==> config.mk <==
export PLATFORM = sky130hd
export DESIGN_NAME = pix_reg_readout
export DESIGN_NICKNAME = d
export VERILOG_FILES = /design/src/rtl/prr_pkg.sv /design/src/rtl/prr_datapath.sv /design/src/rtl/prr_ctrl.sv /design/src/rtl/pix_reg_readout.sv
export SDC_FILE = /design/constraint.sdc
export NUM_CORES = 1
export LEC_CHECK = 0
export BUFFER_PORTS_ARGS = -buffer_cell sky130_fd_sc_hd__buf_2
export CORE_UTILIZATION = 48
export CTS_CLUSTER_SIZE = 20
export DETAILED_ROUTE_END_ITERATION = 8
export PLACE_DENSITY = 0.69
export SLEW_MARGIN = 20
export SYNTH_ARGS = -nofsm -noshare
export SYNTH_HDL_FRONTEND = slang
export SYNTH_SLANG_ARGS = --single-unit
==> constraint.sdc <==
create_clock -name clk -period 11.35 [get_ports clk]
set_input_delay 1.7025 -clock clk [delete_from_list [all_inputs] [get_ports clk]]
set_output_delay 1.7025 -clock clk [all_outputs]
set_load 0.005 [all_outputs]
==> src/rtl/prr_pkg.sv <==
package prr_pkg;
  localparam int PIX_W = 24;
  localparam int DIM_W = 12;

  // control register bit positions
  localparam int C_EN      = 31;
  localparam int C_CLR     = 30;
  localparam int C_ONESHOT = 29;
  localparam int C_PACK    = 27;
  localparam int C_REGOUT  = 26;

  // data register write request bits
  localparam int W_FRAME = 31;
  localparam int W_LINE  = 30;

  // strobes and view from control to datapath
  typedef struct packed {
    logic       flush;
    logic [1:0] popCnt;
    logic       packSel;
    logic       rdValid;
    logic       eolFlag;
    logic       streamOn;
  } dpCmd_t;

  function automatic logic [15:0] pack565(input logic [PIX_W-1:0] p);
    return {p[23:19], p[15:10], p[7:3]};
  endfunction
endpackage

==> src/rtl/prr_datapath.sv <==
module prr_datapath import prr_pkg::*; #(
  parameter int DEPTH = 4,
  localparam int PTR_W = (DEPTH > 2) ? $clog2(DEPTH) : 1,
  localparam int CNT_W = $clog2(DEPTH + 1)
) (
  input  logic             clk,
  input  logic             rstN,
  input  dpCmd_t           cmd,
  input  logic             inPixValid,
  input  logic [PIX_W-1:0] inPixData,
  output logic             inPixReady,
  output logic             strmValid,
  output logic [PIX_W-1:0] strmData,
  input  logic             strmReady,
  output logic [31:0]      rdData,
  output logic [CNT_W-1:0] fillCount
);
  logic [PIX_W-1:0] mem [DEPTH];
  logic [PTR_W-1:0] rdPtr, wrPtr;
  logic [CNT_W-1:0] count;
  logic             push, strmPop;
  logic [1:0]       popTotal;
  logic [PIX_W-1:0] headPix, nextPix;

  function automatic logic [PTR_W-1:0] bump(input logic [PTR_W-1:0] p);
    return (p == PTR_W'(DEPTH - 1)) ? '0 : p + PTR_W'(1);
  endfunction

  assign inPixReady = !cmd.flush && (count < CNT_W'(DEPTH));
  assign push       = inPixValid && inPixReady;
  assign strmValid  = cmd.streamOn && !cmd.flush && (count != '0);
  assign strmPop    = strmValid && strmReady;
  assign popTotal   = cmd.popCnt + {1'b0, strmPop};
  assign headPix    = mem[rdPtr];
  assign nextPix    = mem[bump(rdPtr)];
  assign strmData   = headPix;
  assign fillCount  = count;

  always_ff @(posedge clk) begin
    if (push) mem[wrPtr] <= inPixData;
  end

  always_ff @(posedge clk or negedge rstN) begin
    if (!rstN) begin
      rdPtr <= '0;
      wrPtr <= '0;
      count <= '0;
    end else if (cmd.flush) begin
      rdPtr <= '0;
      wrPtr <= '0;
      count <= '0;
    end else begin
      if (push) wrPtr <= bump(wrPtr);
      case (popTotal)
        2'd1:    rdPtr <= bump(rdPtr);
        2'd2:    rdPtr <= bump(bump(rdPtr));
        default: rdPtr <= rdPtr;
      endcase
      count <= count + CNT_W'(push) - CNT_W'(popTotal);
    end
  end

  always_comb begin
    if (cmd.packSel) begin
      rdData = cmd.rdValid ? {pack565(nextPix), pack565(headPix)} : 32'h0;
    end else begin
      rdData = {5'b0, cmd.eolFlag, (count == '0), cmd.rdValid,
                (cmd.rdValid ? headPix : {PIX_W{1'b0}})};
    end
  end

  // never remove more pixels than the queue holds
  a_r4_no_underflow: assert property (@(posedge clk) disable iff (!rstN)
    CNT_W'(popTotal) <= count);
  // fill level stays within the queue depth
  a_r11_fill_bound: assert property (@(posedge clk) disable iff (!rstN)
    count <= CNT_W'(DEPTH));
  // streaming and register reads never drain in the same cycle
  a_r9_modes_exclusive: assert property (@(posedge clk) disable iff (!rstN)
    strmPop |-> (cmd.popCnt == 2'd0));
endmodule

==> src/rtl/prr_ctrl.sv <==
module prr_ctrl import prr_pkg::*; #(
  parameter int DEPTH = 4,
  localparam int CNT_W = $clog2(DEPTH + 1)
) (
  input  logic             clk,
  input  logic             rstN,
  input  logic             ctrlWe,
  input  logic [31:0]      ctrlWdata,
  input  logic             dataRe,
  input  logic             dataWe,
  input  logic [1:0]       reqBits,
  input  logic [CNT_W-1:0] fillCount,
  output logic             vstartReq,
  output logic             hstartReq,
  output dpCmd_t           cmd
);
  logic             enQ, clrQ, oneShotQ, packQ, regOutQ;
  logic [DIM_W-1:0] widthQ, heightQ;
  logic [DIM_W-1:0] colQ, lineQ, colNext, step;
  logic             eolQ, frameOn;
  logic             regOn, vsWr, hsWr, haveData, rdValid, pop;
  logic             lineEnd, lastLine;

  assign regOn    = enQ && regOutQ && !clrQ;
  assign vsWr     = dataWe && regOn && reqBits[1];
  assign hsWr     = dataWe && regOn && reqBits[0] && !reqBits[1];
  assign step     = packQ ? DIM_W'(2) : DIM_W'(1);
  assign haveData = fillCount >= (packQ ? CNT_W'(2) : CNT_W'(1));
  assign rdValid  = regOn && frameOn && !eolQ && haveData;
  assign pop      = dataRe && rdValid;
  assign colNext  = colQ + step;
  assign lineEnd  = colNext >= widthQ;
  assign lastLine = lineQ == (heightQ - DIM_W'(1));

  assign cmd.flush    = clrQ;
  assign cmd.popCnt   = pop ? (packQ ? 2'd2 : 2'd1) : 2'd0;
  assign cmd.packSel  = packQ;
  assign cmd.rdValid  = rdValid;
  assign cmd.eolFlag  = eolQ;
  assign cmd.streamOn = enQ && !regOutQ;

  always_ff @(posedge clk or negedge rstN) begin
    if (!rstN) begin
      enQ <= 1'b0; clrQ <= 1'b0; oneShotQ <= 1'b0; packQ <= 1'b0; regOutQ <= 1'b0;
      widthQ <= '0; heightQ <= '0;
    end else if (ctrlWe) begin
      enQ      <= ctrlWdata[C_EN];
      clrQ     <= ctrlWdata[C_CLR];
      oneShotQ <= ctrlWdata[C_ONESHOT];
      packQ    <= ctrlWdata[C_PACK];
      regOutQ  <= ctrlWdata[C_REGOUT];
      widthQ   <= ctrlWdata[2*DIM_W-1:DIM_W];
      heightQ  <= ctrlWdata[DIM_W-1:0];
    end
  end

  always_ff @(posedge clk or negedge rstN) begin
    if (!rstN) begin
      colQ <= '0; lineQ <= '0; eolQ <= 1'b0; frameOn <= 1'b0;
      vstartReq <= 1'b0; hstartReq <= 1'b0;
    end else begin
      vstartReq <= vsWr;
      hstartReq <= hsWr;
      if (clrQ) begin
        colQ <= '0; lineQ <= '0; eolQ <= 1'b0; frameOn <= 1'b0;
      end else if (vsWr) begin
        colQ <= '0; lineQ <= '0; eolQ <= 1'b0; frameOn <= 1'b1;
      end else if (hsWr) begin
        if (frameOn) eolQ <= 1'b0;
      end else if (pop) begin
        if (lineEnd) begin
          colQ  <= '0;
          eolQ  <= 1'b1;
          lineQ <= lastLine ? '0 : lineQ + DIM_W'(1);
          if (lastLine && oneShotQ) frameOn <= 1'b0;
        end else begin
          colQ <= colNext;
        end
      end
    end
  end

  // end-of-line holds until a start request or clear
  a_r5_eol_holds: assert property (@(posedge clk) disable iff (!rstN)
    (eolQ && !hsWr && !vsWr && !clrQ) |=> eolQ);
  // a frame start lands at the origin with delivery running
  a_r6_frame_origin: assert property (@(posedge clk) disable iff (!rstN)
    vsWr |=> (frameOn && colQ == '0 && lineQ == '0 && !eolQ));
  // clear leaves position and delivery reset
  a_r2_clear_state: assert property (@(posedge clk) disable iff (!rstN)
    clrQ |=> (!frameOn && colQ == '0 && lineQ == '0 && !eolQ));
  // a stopped frame only restarts on a frame start
  a_r8_no_self_restart: assert property (@(posedge clk) disable iff (!rstN)
    (!frameOn && !vsWr) |=> !frameOn);
endmodule

==> src/rtl/pix_reg_readout.sv <==
module pix_reg_readout import prr_pkg::*; #(
  parameter int DEPTH = 4
) (
  input  logic              clk,
  input  logic              rstN,
  input  logic              inPixValid,
  input  logic [23:0]       inPixData,
  output logic              inPixReady,
  output logic              strmValid,
  output logic [23:0]       strmData,
  input  logic              strmReady,
  input  logic              ctrlWe,
  input  logic [31:0]       ctrlWdata,
  input  logic              dataRe,
  output logic [31:0]       dataRdata,
  input  logic              dataWe,
  input  logic [31:0]       dataWdata,
  output logic              vstartReq,
  output logic              hstartReq
);
  localparam int CNT_W = $clog2(DEPTH + 1);

  dpCmd_t           cmd;
  logic [CNT_W-1:0] fillCount;
  logic             unusedBits;

  assign unusedBits = ^{dataWdata[29:0]};

  prr_ctrl #(.DEPTH(DEPTH)) ctrl_i (
    .clk(clk), .rstN(rstN),
    .ctrlWe(ctrlWe), .ctrlWdata(ctrlWdata),
    .dataRe(dataRe), .dataWe(dataWe),
    .reqBits({dataWdata[W_FRAME], dataWdata[W_LINE]}),
    .fillCount(fillCount),
    .vstartReq(vstartReq), .hstartReq(hstartReq),
    .cmd(cmd)
  );

  prr_datapath #(.DEPTH(DEPTH)) dp_i (
    .clk(clk), .rstN(rstN), .cmd(cmd),
    .inPixValid(inPixValid), .inPixData(inPixData), .inPixReady(inPixReady),
    .strmValid(strmValid), .strmData(strmData), .strmReady(strmReady),
    .rdData(dataRdata), .fillCount(fillCount)
  );
endmodule

==> results_dict.tcl <==
set metrics [dict create \
    outcome "complete, no violations" \
    post-place-ws_ns 6.63 \
    ff2ff_setup_slack_ns 7.51 \
    critPathMaxFanout 42 \
    postLayoutCoreUtil 0.573 \
    power_leakage_uw 0.00400 \
    wl_per_cell_um 18.4 \
    grt_max_degree 65 \
    antenna_cells 0 \
    grt_pass1_wl_mm 29.4 \
    rows 47 \
    slew_headroom 0.449 \
    worstSkewPairLatency_ns 0.43 \
    cts-resized-gates 0 \
    synth_edf_count 96 \
    dr.pass1.iters 5 \
    synth_cells 632 \
    final_area_um2 9470 \
    worst_pin_slew_ns 0.826 \
    synthArstFlopShare 0.400 \
    holdBufCountCts 0 \
    drv_slew 0 \
    finClkSkew_ns 0.00726 \
    powerDensity_nw_per_um2 155 \
    holdPathStages 2 \
    arrival_ns 3.13 \
    start_util 0.490 \
    portBuffers 121 \
    synth_area_um2 8100 \
    grt_use_total 0.221 \
    end_kind "output port" \
    dp_hpwl_mm 12.2 \
    synth_top_area_cell "edfxtp_1" \
    period_needed_ns 4.84 \
    dieHeight_um 132 \
    drive_gt1_frac 0.300 \
    gr-total-overflow 0 \
    finalWeightedCongestion 0.812 \
    synth_area_per_cell_um2 12.8 \
    reg2reg_from "ctrl_i.packQ" \
    critPathKind "reg2out" \
    cts_buffers 17 \
    vias 5547 \
    fin_setup_tns_ns 0 \
    routed_wl_mm 18.1 \
    min-delay-start "ctrl_i.colQ[0]" \
    htreeDepth 4 \
    rr_endpoint "ctrl_i.lineQ[0]" \
    synth-seq-cells 160 \
    fmax_mhz 207 \
    ys.flop_type "edfxtp_1" \
    ys.warnings.count 0 \
    io_pins 155 \
    drv_cap 0 \
    startpoint_type "flop" \
    synth_area_leaders "edfxtp_1 (36%), dfrtp_1 (20%), mux4_2 (11%)" \
    crit_required_ns 9.65 \
    cts_sinks 160 \
    fin_ws_ns 6.51 \
    layout.nets 875 \
    grt_pass1_vias 5636 \
    antenna_found_initial 0 \
    finalSetupViolCount 0 \
    area_growth_pct 17.0 \
    synth_top_area_frac 0.356 \
    reg2reg_depth 14 \
    clkTransAtPathRegs_ns 0.06 \
    worstHoldEndpoint "ctrl_i.colQ[0]" \
    design.core.area_um2 16500 \
    cts_buffer_depth 2 \
    cts_setup_buffers 0 \
    fin_total_pwr_uw 1470 \
    hold_viol 0 \
    period_share 0.426 \
    seq_area_frac_synth 0.554 \
    viasPerCell 5.64 \
    antenna_left 0 \
    route.detailed.drc 0 \
    cts_tree "yes" \
    root_buffer "clkbuf_16" \
    dieArea_um2 17400 \
    chipWidth_um 132 \
    rsz0062_at_grt "no" \
    hold_path_class "reg2reg" \
    synth_nets 757 \
    place_area_um2 8920 \
    drtIter0Drc 326 \
    max-vdd-ir-drop_mv 0.128 \
    synthDistinctLibCells 57 \
]
[per-stage QoR]
| stage | hold WS (ns) | std cells |
|---|---|---|
| 2_1_floorplan | 0.456 | 632 |
| 3_3_place_gp | 0.477 | 951 |
| 3_5_place_dp | 0.489 | 951 |
| 4_1_cts | 0.507 | 983 |
| 5_1_grt | 0.553 | 983 |
| 6_report | 0.506 | 983 |
[Yosys cell counts, drive strengths merged, types with 2 or more instances]
cell and n:
edfxtp 96, nand2 76, dfrtp 64, mux4 40, a21oi 33, inv 29, o21ai 29, ha 28
nor2 28, clkbuf 25, and3 19, a22o 18, mux2 16, nand3 16, xor2 16, nor2b 11
xnor2 10, a21o 8, buf 7, nand2b 7, nand4 5, nor3 5, a211oi 4, nor3b 4
a211o 3, o21bai 3, o31ai 3, or3 3, and2 2, and4 2, fa 2, nor4 2
or2 2, or4 2
[flip-flops by register name, summed over array words and instances, names as in the netlist]
signal            cells
ctrl_i.heightQ       12
ctrl_i.packQ          1
ctrl_i.hstartReq      1
ctrl_i.eolQ           1
ctrl_i.frameOn        1
ctrl_i.lineQ         12
dp_i.rdPtr            2
ctrl_i.colQ          12
ctrl_i.vstartReq      1
ctrl_i.clrQ           1
ctrl_i.widthQ        12
dp_i.mem             96
ctrl_i.regOutQ        1
dp_i.fillCount        3
ctrl_i.enQ            1
ctrl_i.oneShotQ       1
dp_i.wrPtr            2
[cell usage in the layout, fill, tap and decap left out, types with 3 or more instances in the layout]
cell type / netlist / layout
a211o_1: 3 / 3
a211oi_1: 4 / 4
a21o_1: 8 / 8
a21oi_1: 33 / 33
a22o_1: 18 / 18
and3_1: 19 / 19
buf_2: 1 / 121
buf_4: 0 / 10
clkbuf_16: 0 / 17
clkinv_2: 0 / 3
clkinvlp_4: 0 / 4
dfrtp_1: 64 / 63
edfxtp_1: 96 / 96
ha_1: 28 / 27
inv_1: 28 / 28
inv_6: 0 / 4
inv_8: 0 / 4
mux2_2: 16 / 16
mux4_2: 40 / 40
nand2_1: 76 / 76
nand2b_1: 7 / 7
nand3_1: 16 / 16
nand4_1: 4 / 4
nor2_1: 27 / 27
nor2b_1: 11 / 11
nor3_1: 5 / 5
nor3b_1: 4 / 4
o21ai_0: 27 / 27
o21bai_1: 3 / 3
o31ai_1: 3 / 3
or3_1: 3 / 3
xnor2_1: 10 / 10
xor2_1: 16 / 16
[cell type report]
type	instances	area, um2
repair buffers	131	681
flip-flops and latches	160	4490
well taps	220	275
clock inverters	15	125
clock buffers	17	425
multi-input cells	411	3370
fillers	1358	7050
inverters	29	109
[cell families (layout without fill, tap and decap cells)]
kind of cell,Yosys count,count (layout),share of synthesized area
AO/OA/AOI/OAI,113,113,0.0926
multiplexers,56,56,0.133
AND/OR/NAND/NOR,186,186,0.114
buffers and inverters,61,192,0.0303
adder cells (fa/ha/maj),30,30,0.0482
XOR/XNOR,26,26,0.0281
flip-flops,160,160,0.554
[worst max path at each step]
| stage | start | end | slack [ns] |
|---|---|---|---|
| global route | dp_i.rdPtr[0] | dataRdata[26] | 6.28 |
| CTS | dp_i.rdPtr[0] | dataRdata[26] | 6.15 |
| detailed placement | dp_i.rdPtr[0] | dataRdata[26] | 6.63 |
| floorplan | ctrl_i.packQ | dataRdata[24] | 7.38 |
| finish | dp_i.rdPtr[0] | dataRdata[26] | 6.51 |
| global placement | dp_i.rdPtr[0] | dataRdata[26] | 6.64 |
[where the power goes]
part	internal (uW)	switching, uW
registers	671	30.5
logic	101	131
clock network	286	249
total	1060	410
[critical path: stages, from the launching register on]
cell     delay, ns
dfrtp_2       0.35
buf_4         0.57
ha_2          0.73
mux4_2        0.62
nand3_1       0.11
o21ai_0       0.14
buf_2         0.17
[routing by layer]
| metal | global-route usage | vias to the layer above | share of wire |
|---|---|---|---|
| met2 | 0.377 | 193 | 0.50 |
| met5 | 0 | - | 0 |
| met4 | 0.0678 | 0 | 0.012 |
| met1 | 0.277 | 2757 | 0.42 |
| li1 | - | 2581 | - |
| met3 | 0.0573 | 16 | 0.069 |
Note: power is estimated with default switching activity, not from simulation.
